`config.mk`:
```
export PLATFORM = sky130hd
export DESIGN_NAME = i2c_timing_monitor
export DESIGN_NICKNAME = d
export VERILOG_FILES = /design/src/rtl/i2cmon_pkg.sv /design/src/rtl/i2cmon_sync.sv /design/src/rtl/i2cmon_events.sv /design/src/rtl/i2cmon_timers.sv /design/src/rtl/i2cmon_rules.sv /design/src/rtl/i2c_timing_monitor.sv
export SDC_FILE = /design/constraint.sdc
export NUM_CORES = 1
export LEC_CHECK = 0
export ABC_CLOCK_PERIOD_IN_PS = 4700
export BUFFER_PORTS_ARGS = -buffer_cell sky130_fd_sc_hd__buf_2
export CAP_MARGIN = 25
export CORE_MARGIN = 1.5
export CORE_UTILIZATION = 29
export CTS_BUF_LIST = sky130_fd_sc_hd__clkbuf_4
export DETAILED_ROUTE_END_ITERATION = 6
export PLACE_DENSITY = 0.51
export REMOVE_ABC_BUFFERS = 1
export SLEW_MARGIN = 0
export SYNTH_ARGS = -nofsm -noshare
export SYNTH_HDL_FRONTEND = slang
export SYNTH_SLANG_ARGS = --single-unit
export TNS_END_PERCENT = 5
```
`constraint.sdc`:
```
create_clock -name clk -period 4.7 [get_ports clk]
set_input_delay 0.235 -clock clk [delete_from_list [all_inputs] [get_ports clk]]
set_output_delay 0.235 -clock clk [all_outputs]
set_load 0.02 [all_outputs]
```
`src/rtl/i2cmon_pkg.sv`:
```
package i2cmon_pkg;

    // rule indices, equal to the violation code bit positions
    localparam int RULE_PERIOD    = 0;
    localparam int RULE_LOW       = 1;
    localparam int RULE_HIGH      = 2;
    localparam int RULE_STA_HOLD  = 3;
    localparam int RULE_RSTA_SU   = 4;
    localparam int RULE_STO_SU    = 5;
    localparam int RULE_BUS_FREE  = 6;
    localparam int RULE_DAT_SU    = 7;
    localparam int RULE_DAT_HOLD  = 8;
    localparam int NUM_RULES      = 9;

    // interval timers, each restarted by one kind of event
    localparam int TMR_RISE  = 0;
    localparam int TMR_FALL  = 1;
    localparam int TMR_SDA   = 2;
    localparam int TMR_START = 3;
    localparam int TMR_STOP  = 4;
    localparam int NUM_TMRS  = 5;

    // longest limit in nanoseconds, sizes the timers
    localparam int LONGEST_NS = 10000;

    typedef struct packed {
        logic scl_rise;
        logic scl_fall;
        logic sda_edge;
        logic scl_low;
        logic start;
        logic stop;
    } bus_ev_t;

    // limit table in nanoseconds: minima except the data hold rule (maximum)
    function automatic int limit_ns(int rule, logic fast);
        int v;
        case (rule)
            RULE_PERIOD:   v = fast ? 2500 : 10000;
            RULE_LOW:      v = fast ? 1300 : 4700;
            RULE_HIGH:     v = fast ? 600  : 4000;
            RULE_STA_HOLD: v = fast ? 600  : 4000;
            RULE_RSTA_SU:  v = fast ? 600  : 4700;
            RULE_STO_SU:   v = fast ? 600  : 4000;
            RULE_BUS_FREE: v = fast ? 1300 : 4700;
            RULE_DAT_SU:   v = 250;
            RULE_DAT_HOLD: v = 3450;
            default:       v = 0;
        endcase
        return v;
    endfunction

    // round a time up to whole clock cycles
    function automatic int ns_to_cyc(int ns, int mhz);
        return (ns * mhz + 999) / 1000;
    endfunction

endpackage

```
`src/rtl/i2cmon_sync.sv`:
```
module i2cmon_sync #(
    parameter int WIDTH  = 2,
    parameter int STAGES = 2
) (
    input  logic             clk,
    input  logic             rst_n,
    input  logic [WIDTH-1:0] din,
    output logic [WIDTH-1:0] dout
);

    logic [STAGES-1:0][WIDTH-1:0] pipe_d, pipe_q;

    always_comb begin
        pipe_d[0] = din;
        for (int s = 1; s < STAGES; s++) begin
            pipe_d[s] = pipe_q[s-1];
        end
    end

    // idle bus level is high, so reset to ones to avoid a false edge
    always_ff @(posedge clk or negedge rst_n) begin
        if (!rst_n) begin
            pipe_q <= '1;
        end else begin
            pipe_q <= pipe_d;
        end
    end

    assign dout = pipe_q[STAGES-1];

endmodule

```
`src/rtl/i2cmon_events.sv`:
```
module i2cmon_events
    import i2cmon_pkg::*;
(
    input  logic    clk,
    input  logic    rst_n,
    input  logic    scl_s,
    input  logic    sda_s,
    output bus_ev_t ev_o
);

    typedef struct packed {
        logic scl;
        logic sda;
    } prev_t;

    prev_t prev_d, prev_q;

    always_comb begin
        prev_d.scl = scl_s;
        prev_d.sda = sda_s;

        ev_o.scl_rise = scl_s & ~prev_q.scl;
        ev_o.scl_fall = ~scl_s & prev_q.scl;
        ev_o.sda_edge = sda_s ^ prev_q.sda;
        ev_o.scl_low  = ~scl_s & ~prev_q.scl;
        // conditions need SCL steady high across the SDA edge
        ev_o.start    = ~sda_s & prev_q.sda & scl_s & prev_q.scl;
        ev_o.stop     = sda_s & ~prev_q.sda & scl_s & prev_q.scl;
    end

    always_ff @(posedge clk or negedge rst_n) begin
        if (!rst_n) begin
            prev_q <= '1;
        end else begin
            prev_q <= prev_d;
        end
    end

endmodule

```
`src/rtl/i2cmon_timers.sv`:
```
module i2cmon_timers #(
    parameter int NUM = 5,
    parameter int W   = 12
) (
    input  logic                   clk,
    input  logic                   rst_n,
    input  logic [NUM-1:0]         clr_i,
    output logic [NUM-1:0][W-1:0]  t_o
);

    // each timer holds the cycles since its event, loading 1 on the event
    // so that at the next event it equals the distance between the two
    for (genvar i = 0; i < NUM; i++) begin : g_tmr
        logic [W-1:0] cnt_d, cnt_q;

        always_comb begin
            if (clr_i[i]) begin
                cnt_d = W'(1);
            end else if (cnt_q != '1) begin
                cnt_d = cnt_q + W'(1);
            end else begin
                cnt_d = cnt_q;
            end
        end

        always_ff @(posedge clk or negedge rst_n) begin
            if (!rst_n) begin
                cnt_q <= '1;
            end else begin
                cnt_q <= cnt_d;
            end
        end

        assign t_o[i] = cnt_q;
    end

endmodule

```
`src/rtl/i2cmon_rules.sv`:
```
module i2cmon_rules
    import i2cmon_pkg::*;
#(
    parameter int CLK_MHZ = 100,
    parameter int W       = 12
) (
    input  logic                       clk,
    input  logic                       rst_n,
    input  logic                       fast_i,
    input  bus_ev_t                    ev_i,
    input  logic [NUM_TMRS-1:0][W-1:0] t_i,
    output logic [NUM_RULES-1:0]       viol_o,
    output logic                       armed_o
);

    typedef struct packed {
        logic armed;       // a START has been seen since reset
        logic busy;        // transfer open: START seen, no STOP yet
        logic have_rise;   // an SCL rise seen inside this transfer
        logic start_pend;  // START seen, first SCL fall still to come
    } ctl_t;

    ctl_t ctl_d, ctl_q;

    function automatic logic [W-1:0] lim(int rule, logic fast);
        return W'(ns_to_cyc(limit_ns(rule, fast), CLK_MHZ));
    endfunction

    always_comb begin
        ctl_d  = ctl_q;
        viol_o = '0;

        if (ctl_q.armed) begin
            if (ev_i.scl_rise) begin
                if (ctl_q.have_rise && (t_i[TMR_RISE] < lim(RULE_PERIOD, fast_i)))
                    viol_o[RULE_PERIOD] = 1'b1;
                if (t_i[TMR_FALL] < lim(RULE_LOW, fast_i))
                    viol_o[RULE_LOW] = 1'b1;
                if (ctl_q.busy && (t_i[TMR_SDA] < lim(RULE_DAT_SU, fast_i)))
                    viol_o[RULE_DAT_SU] = 1'b1;
            end
            if (ev_i.scl_fall) begin
                if (t_i[TMR_RISE] < lim(RULE_HIGH, fast_i))
                    viol_o[RULE_HIGH] = 1'b1;
                if (ctl_q.start_pend && (t_i[TMR_START] < lim(RULE_STA_HOLD, fast_i)))
                    viol_o[RULE_STA_HOLD] = 1'b1;
            end
            if (ev_i.start) begin
                if (ctl_q.busy) begin
                    if (t_i[TMR_RISE] < lim(RULE_RSTA_SU, fast_i))
                        viol_o[RULE_RSTA_SU] = 1'b1;
                end else begin
                    if (t_i[TMR_STOP] < lim(RULE_BUS_FREE, fast_i))
                        viol_o[RULE_BUS_FREE] = 1'b1;
                end
            end
            if (ev_i.stop && (t_i[TMR_RISE] < lim(RULE_STO_SU, fast_i)))
                viol_o[RULE_STO_SU] = 1'b1;
            if (ev_i.sda_edge && ev_i.scl_low && ctl_q.busy && !fast_i &&
                (t_i[TMR_FALL] > lim(RULE_DAT_HOLD, 1'b0)))
                viol_o[RULE_DAT_HOLD] = 1'b1;
        end

        if (ev_i.scl_rise) ctl_d.have_rise  = 1'b1;
        if (ev_i.scl_fall) ctl_d.start_pend = 1'b0;
        if (ev_i.start) begin
            ctl_d.armed      = 1'b1;
            ctl_d.busy       = 1'b1;
            ctl_d.start_pend = 1'b1;
            ctl_d.have_rise  = 1'b0;
        end
        if (ev_i.stop) begin
            ctl_d.busy       = 1'b0;
            ctl_d.have_rise  = 1'b0;
            ctl_d.start_pend = 1'b0;
        end
    end

    always_ff @(posedge clk or negedge rst_n) begin
        if (!rst_n) begin
            ctl_q <= '0;
        end else begin
            ctl_q <= ctl_d;
        end
    end

    assign armed_o = ctl_q.armed;

endmodule

```
`src/rtl/i2c_timing_monitor.sv`:
```
module i2c_timing_monitor
    import i2cmon_pkg::*;
#(
    parameter int CLK_MHZ = 100,
    parameter int VCNT_W  = 16
) (
    input  logic                 clk,
    input  logic                 rst_n,
    input  logic                 mode_i,
    input  logic                 scl_i,
    input  logic                 sda_i,
    output logic                 viol_stb_o,
    output logic [NUM_RULES-1:0] viol_code_o,
    output logic [VCNT_W-1:0]    viol_cnt_o
);

    localparam int MAX_CYC = ns_to_cyc(LONGEST_NS, CLK_MHZ);
    localparam int CNT_W   = $clog2(MAX_CYC + 2) + 1;

    typedef struct packed {
        logic                 stb;
        logic [NUM_RULES-1:0] code;
        logic [VCNT_W-1:0]    cnt;
    } out_t;

    logic [1:0]                        lines_s;
    bus_ev_t                           ev;
    logic [NUM_TMRS-1:0]               tmr_clr;
    logic [NUM_TMRS-1:0][CNT_W-1:0]    tmr_val;
    logic [NUM_RULES-1:0]              viol;
    logic                              armed_w;
    out_t                              out_d, out_q;

    i2cmon_sync #(.WIDTH(2), .STAGES(2)) sync_i (
        .clk   (clk),
        .rst_n (rst_n),
        .din   ({scl_i, sda_i}),
        .dout  (lines_s)
    );

    i2cmon_events events_i (
        .clk   (clk),
        .rst_n (rst_n),
        .scl_s (lines_s[1]),
        .sda_s (lines_s[0]),
        .ev_o  (ev)
    );

    always_comb begin
        tmr_clr           = '0;
        tmr_clr[TMR_RISE]  = ev.scl_rise;
        tmr_clr[TMR_FALL]  = ev.scl_fall;
        tmr_clr[TMR_SDA]   = ev.sda_edge;
        tmr_clr[TMR_START] = ev.start;
        tmr_clr[TMR_STOP]  = ev.stop;
    end

    i2cmon_timers #(.NUM(NUM_TMRS), .W(CNT_W)) timers_i (
        .clk   (clk),
        .rst_n (rst_n),
        .clr_i (tmr_clr),
        .t_o   (tmr_val)
    );

    i2cmon_rules #(.CLK_MHZ(CLK_MHZ), .W(CNT_W)) rules_i (
        .clk     (clk),
        .rst_n   (rst_n),
        .fast_i  (mode_i),
        .ev_i    (ev),
        .t_i     (tmr_val),
        .viol_o  (viol),
        .armed_o (armed_w)
    );

    always_comb begin
        out_d      = out_q;
        out_d.stb  = |viol;
        out_d.code = viol;
        if ((|viol) && (out_q.cnt != '1)) begin
            out_d.cnt = out_q.cnt + VCNT_W'(1);
        end
    end

    always_ff @(posedge clk or negedge rst_n) begin
        if (!rst_n) begin
            out_q <= '0;
        end else begin
            out_q <= out_d;
        end
    end

    assign viol_stb_o  = out_q.stb;
    assign viol_code_o = out_q.code;
    assign viol_cnt_o  = out_q.cnt;

endmodule

```
==> flow_summary.json, run 1 <==
{
  "final-hold-violation-count": 0,
  "ir_worst_vdd_uv": 124,
  "routed_wl_mm": 9.82,
  "slew_violations": 0,
  "initial_utilization": 0.298,
  "antenna_found_initial": 1,
  "stdcell_area_sq_um": 5290,
  "clk_latency_ns": 0.49,
  "ios": 31,
  "fin_tns_setup_ns": 0,
  "synth.distinct_cells": 51,
  "tightest_slew_ns": 0.705,
  "drtIter0Drc": 132,
  "yosysWarningCount": 0,
  "final_util": 0.330,
  "vias": 3398,
  "critPathArrivalTime_ns": 3.36,
  "drc": 0,
  "drt.antenna.violating_nets": 0,
  "ctsResizeCount": 0,
  "synth_edf_count": 0,
  "grt_pass1_vias": 3513,
  "cts_root_buf": "clkbuf_4",
  "grt_max_degree": 56,
  "start_kind": "flip-flop",
  "cp-end-kind": "flip-flop",
  "nFillCells": 1726,
  "dp_hpwl_mm": 6.98,
  "avgSynthCellArea_sq_um": 10.4,
  "worstPathRequired_ns": 5.09,
  "p_leak_nw": 2.32,
  "numCtsBuffers": 9,
  "synthArstFlopShare": 1.00,
  "fp.dieArea_sq_um": 17200,
  "synth_top_flop_cell": "dfstp_2",
  "cts.clk_slew.worst_paths_ns": 0.17,
  "drive_gt1_frac": 0.236,
  "power_density_nw_per_um2": 380,
  "power.total_mw": 2.01,
  "max-cap-violations": 0,
  "vias_per_cell": 4.78,
  "syn_area_sq_um": 4770,
  "fin_skew_ns": 0.0358,
  "core_sq_um": 16000,
  "dieWidth_microns": 131,
  "worst_slack_ns": 1.73,
  "layout_commonest_cell": "dfstp_2",
  "ys_seq_elements": 91,
  "layout.nets": 525,
  "min_period_ns": 2.97,
  "rows": 46,
  "grt_pass1_wl_mm": 17.4,
  "crit_fanout": 15,
  "path_class": "reg2reg",
  "grt.total_usage": 0.124,
  "hp-class": "in2async",
  "syn_to_final_growth_pct": 10.9,
  "cts_tree": "built",
  "finalCritPeriodShare": 0.633,
  "slew_headroom": 0.530,
  "h-tree-depth": 3,
  "post-cts-setup-buffer-count": 0,
  "firstDrtPassIters": 4,
  "place_ws_ns": 1.45,
  "grt_overflow": 0,
  "wl_per_cell_microns": 13.8,
  "multi_input_area_sq_um": 2300,
  "outcome": "completed",
  "final_cell_mix": "dfstp_2 (61), nor2_1 (59), nand2_1 (37), ha_1 (30), dfrtp_1 (30)",
  "die_y_microns": 131,
  "clockBufferDepth": 2,
  "setup_viol": 0,
  "place.gp.congestion": 0.793,
  "rsz0062_at_grt": "false",
  "syn_inst": 458,
  "port_buffers": 30,
  "cts.sinks": 91,
  "insertedDiodeCount": 0,
  "fmax_ghz": 0.336,
  "yosysSeqAreaShare": 0.494,
  "seq_area_sq_um": 2350,
  "dpl_cell_area_sq_um": 5130
}
path summary, 6_finish.rpt:
| kind | startpoint | cells past startpoint | end | slack [ns] |
|---|---|---|---|---|
| worst min register to register | sync_i.pipe_d[2] | 0 | sync_i.dout[0] | 0.37 |
| min in group clk | sync_i.pipe_d[2] | 0 | sync_i.dout[0] | 0.37 |
| max in group asynchronous | rst_n | 3 | viol_code_o[6] | 3.41 |
| worst max-delay path | timers_i.g_tmr[0].cnt_q[8] | 6 | viol_cnt_o[1] | 1.73 |
| worst max register to register | timers_i.g_tmr[0].cnt_q[8] | 6 | viol_cnt_o[1] | 1.73 |
| worst min-delay path | rst_n | 2 | viol_cnt_o[3] | 0.22 |
timing repair:
item	CTS	global route
hold buffers	3	0
hold endpoints to repair	9	0
setup endpoints to repair	0	0
metrics by stage:
stage	hold WS [ns]	std cells
2_1_floorplan	-0.0606	445
3_3_place_gp	0.228	692
3_5_place_dp	0.237	692
4_1_cts	0.201	711
5_1_grt	0.207	711
6_report	0.220	711
logic make-up after synthesis:
| family | share of synthesized area |
|---|---|
| XOR/XNOR | 0.0879 |
| buffers and inverters | 0.0247 |
| AND/OR/NAND/NOR | 0.215 |
| flip-flops | 0.494 |
| multiplexers | 0.0152 |
| AO/OA/AOI/OAI | 0.0845 |
| adder cells (fa/ha/maj) | 0.0787 |
synthesized netlist by cell type (all sizes together), types with 9 or more instances:
cell type / number / area [sq um]
nor3: 9 / 45.0
dfrtp: 30 / 751
and3: 21 / 131
xor2: 23 / 201
nand3: 21 / 105
ha: 30 / 375
nand4: 22 / 153
nand2: 37 / 139
dfstp: 61 / 1600
nor2: 59 / 221
xnor2: 24 / 218
a31oi: 9 / 71.3
a21oi: 10 / 50.1
o21ai: 11 / 55.1
inv: 12 / 45.0
area by class of cell:
cell class	instances	area share
sequential	91	0.445
multi-input combinational	341	0.435
tap	216	0.0511
timing repair buffer	34	0.0360
clock buffer	9	0.0128
clock inverter	7	0.0111
inverter	13	0.00923
per-layer routing:
layer | wire length, microns | vias to the layer above | track usage
met5 | 0 | - | 0
met4 | 126 | 0 | 0.0375
met1 | 4990 | 1657 | 0.166
li1 | - | 1681 | -
met2 | 4380 | 49 | 0.194
met3 | 328 | 11 | 0.0340
registers in the layout, summed over array words and instances (netlist names):
register              count
events_i.prev_q           2
rules_i.armed_o           1
rules_i.ctl_q             3
sync_i.dout               2
sync_i.pipe_d             2
timers_i.g_tmr.cnt_q     55
viol_cnt_o               16
viol_code_o               9
viol_stb_o                1
power breakdown:
part	total, mW	internal (mW)	switching (mW)
sequential	1.12	0.966	0.149
clock	0.420	0.118	0.303
combinational	0.474	0.213	0.261
total	2.01	1.30	0.712
worst max-delay path, cell delays in order, from the launching register on:
cell       delay (ns)
dfstp_2          0.58
ha_1             0.26
a2111oi_1        0.65
o2111ai_1        0.28
and4_4           0.26
a31oi_4          0.46
mux2_2           0.39
Power figures use the tool's default switching activity.
==> run 2: changes to the inputs <==
--- a/config.mk
+++ b/config.mk
@@ -5,14 +5,14 @@
 export SDC_FILE = /design/constraint.sdc
 export NUM_CORES = 1
 export LEC_CHECK = 0
-export ABC_CLOCK_PERIOD_IN_PS = 4700
+export ABC_CLOCK_PERIOD_IN_PS = 2500
 export BUFFER_PORTS_ARGS = -buffer_cell sky130_fd_sc_hd__buf_2
 export CAP_MARGIN = 25
 export CORE_MARGIN = 1.5
 export CORE_UTILIZATION = 29
 export CTS_BUF_LIST = sky130_fd_sc_hd__clkbuf_4
 export DETAILED_ROUTE_END_ITERATION = 6
-export PLACE_DENSITY = 0.51
+export PLACE_DENSITY = 0.53
 export REMOVE_ABC_BUFFERS = 1
 export SLEW_MARGIN = 0
 export SYNTH_ARGS = -nofsm -noshare
==> constraint.sdc (replaced) <==
create_clock -name clk -period 2.5 [get_ports clk]
set_input_delay 0.125 -clock clk [delete_from_list [all_inputs] [get_ports clk]]
set_output_delay 0.125 -clock clk [all_outputs]
set_load 0.02 [all_outputs]
==> run 2 against run 1 <==
The flow now finishes with violations (negative setup slack). Final cell count increased by 5.6%. Cell area increased by 9.4%. Clock skew decreased by 0.0092 ns. Combinational power increased by 140%. Die area unchanged. Utilization increased by 3.1 points. First-iteration DRC count increased by 19%. Sequential power increased by 84%. Setup slack got worse by 1.9 ns. Critical endpoint unchanged. Largest cell class is now multi-input gates. Largest power group unchanged.
==> flow_summary.json, run 2 (same netlist as run 1, synthesis figures left out) <==
{
  "critPathArrivalTime_ns": 3.02,
  "vias_per_cell": 4.75,
  "crit_fanout": 7,
  "fp.dieArea_sq_um": 17200,
  "p_int_mw": 2.69,
  "ir_worst_vdd_uv": 229,
  "firstDrtPassIters": 4,
  "ios": 31,
  "fmax_ghz": 0.378,
  "cp_cell_sequence": "ha_4 > o311ai_4 > a211oi_2 > or4_4 > and4_4 > a31oi_4 > buf_12 > mux2_4",
  "wl_per_cell_microns": 13.5,
  "core_sq_um": 16000,
  "drc": 0,
  "grt_max_degree": 36,
  "crit_path_top_delay_cell": "dfstp_2",
  "insertedDiodeCount": 0,
  "cts_tree": "built",
  "min_period_ns": 2.65,
  "drtIter0Drc": 157,
  "grt.total_usage": 0.127,
  "numCtsBuffers": 9,
  "power.total_mw": 4.07,
  "hp-class": "in2async",
  "setup_viol": 15,
  "power_density_nw_per_um2": 704,
  "start_kind": "flip-flop",
  "seqPwrFrac": 0.507,
  "switchingPower_mw": 1.38,
  "rsz0062_at_grt": "true",
  "initial_utilization": 0.298,
  "grt_overflow": 0,
  "path_class": "reg2reg",
  "layout_commonest_cell": "dfstp_2",
  "die_y_microns": 131,
  "drive_gt1_frac": 0.325,
  "final-hold-violation-count": 0,
  "layout.nets": 565,
  "port_buffers": 30,
  "slew_violations": 0,
  "tightest_slew_ns": 0.615,
  "dieWidth_microns": 131,
  "cts.sinks": 91,
  "power_frac_comb": 0.283,
  "p_leak_nw": 2.58,
  "violations": "negative setup slack",
  "finalCritPeriodShare": 1.06,
  "dp_hpwl_mm": 7.32,
  "slew_headroom": 0.589,
  "largest_reg_flops": 55,
  "outcome": "finished with violations",
  "max_stage_delay_ns": 0.58,
  "max-cap-violations": 0,
  "drt.antenna.violating_nets": 0,
  "clockBufferDepth": 2,
  "hold_slack_ns": 0.141,
  "rows": 46,
  "vias": 3564,
  "fin_skew_ns": 0.0266,
  "syn_to_final_growth_pct": 21.3,
  "grt_pass1_vias": 3667,
  "swShare": 0.339,
  "cp-end-kind": "flip-flop",
  "worst_slack_ns": -0.148,
  "routed_wl_mm": 10.2,
  "place.gp.congestion": 0.779,
  "cts_root_buf": "clkbuf_4",
  "clk_latency_ns": 0.48,
  "antenna_found_initial": 1,
  "h-tree-depth": 3,
  "power_frac_clock": 0.210,
  "final_cell_mix": "dfstp_2 (61), nor2_1 (59), buf_4 (37), nand2_1 (35), dfrtp_1 (30)",
  "worstPathRequired_ns": 2.87,
  "grt_pass1_wl_mm": 17.9,
  "regMostFlops": "timers_i.g_tmr.cnt_q",
  "cts.clk_slew.worst_paths_ns": 0.15
}
## run 2: cell types whose count changed in the layout (fill, tap and decap cells not counted), moves of 4 or more
cell	change
buf_4	+35
nand3_1	-5
buf_12	+4
nand3_2	+4
## run 2: final timing paths
check,start,end,slack [ns],cells after the start
setup / recovery,timers_i.g_tmr[0].cnt_q[1],viol_cnt_o[1],-0.15,8
hold / removal,rst_n,rules_i.ctl_q[2],0.14,2
setup reg to reg,timers_i.g_tmr[0].cnt_q[1],viol_cnt_o[1],-0.15,8
hold reg to reg,sync_i.pipe_d[2],sync_i.dout[0],0.36,0
max in group asynchronous,rst_n,timers_i.g_tmr[4].cnt_q[9],1.66,3
min in group clk,scl_i,sync_i.pipe_d[3],0.30,2
## run 2: worst max-delay path, delay by kind of cell (launching register included)
kind	cells	cell delay, ns
compound gates	3	0.65
fa+ha+maj	1	0.21
buf+inv	1	0.16
flops	1	0.58
mux	1	0.29
simple gates	2	0.65
## run 2: power by group through the flow
stage | Clock (mW) | Combinational [mW] | Sequential, mW
floorplan | 0 | 0.596 | 2.12
global placement | 0 | 1.01 | 2.07
detailed placement | 0 | 1.05 | 2.08
CTS | 0.904 | 1.16 | 2.07
global route | 0.963 | 1.30 | 2.11
finish | 0.853 | 1.15 | 2.06
## run 2: what timing repair did
item	4_1_cts	5_1_grt
hold buffers	3	0
endpoints found under the hold margin	60	0
pin swaps	8	13
resized for setup	15	11
setup endpoints to repair	16	16
buffers inserted	3	2
gates cloned	1	0
## run 2: layout make-up
cell class | count | area [sq um]
clock buffer | 9 | 67.6
clock inverter | 7 | 75.1
fill | 1671 | 10200
inverter | 13 | 48.8
multi-input combinational | 341 | 2420
sequential | 91 | 2350
tap | 216 | 270
timing repair buffer | 74 | 544
## run 2: stage by stage
step / TNS, ns / area (sq um) / cells / setup WS, ns / utilization
6_report: -1.17 / 5780 / 751 / -0.148 / 0.362
5_1_grt: -2.44 / 5780 / 751 / -0.226 / 0.362
4_1_cts: -1.70 / 5730 / 750 / -0.147 / 0.358
3_5_place_dp: -2.04 / 5430 / 727 / -0.272 / 0.339
3_3_place_gp: -1.12 / 5430 / 727 / -0.204 / 0.339
2_1_floorplan: -0.875 / 4700 / 445 / -0.144 / -
## run 2: per-layer routing
layer | global-route usage | share of wire | wire length [microns] | vias up
li1 | - | - | - | 1765
met1 | 0.172 | 0.50 | 5120 | 1739
met2 | 0.198 | 0.45 | 4580 | 47
met3 | 0.0328 | 0.031 | 319 | 13
met4 | 0.0418 | 0.014 | 146 | 0
met5 | 0 | 0 | 0 | -
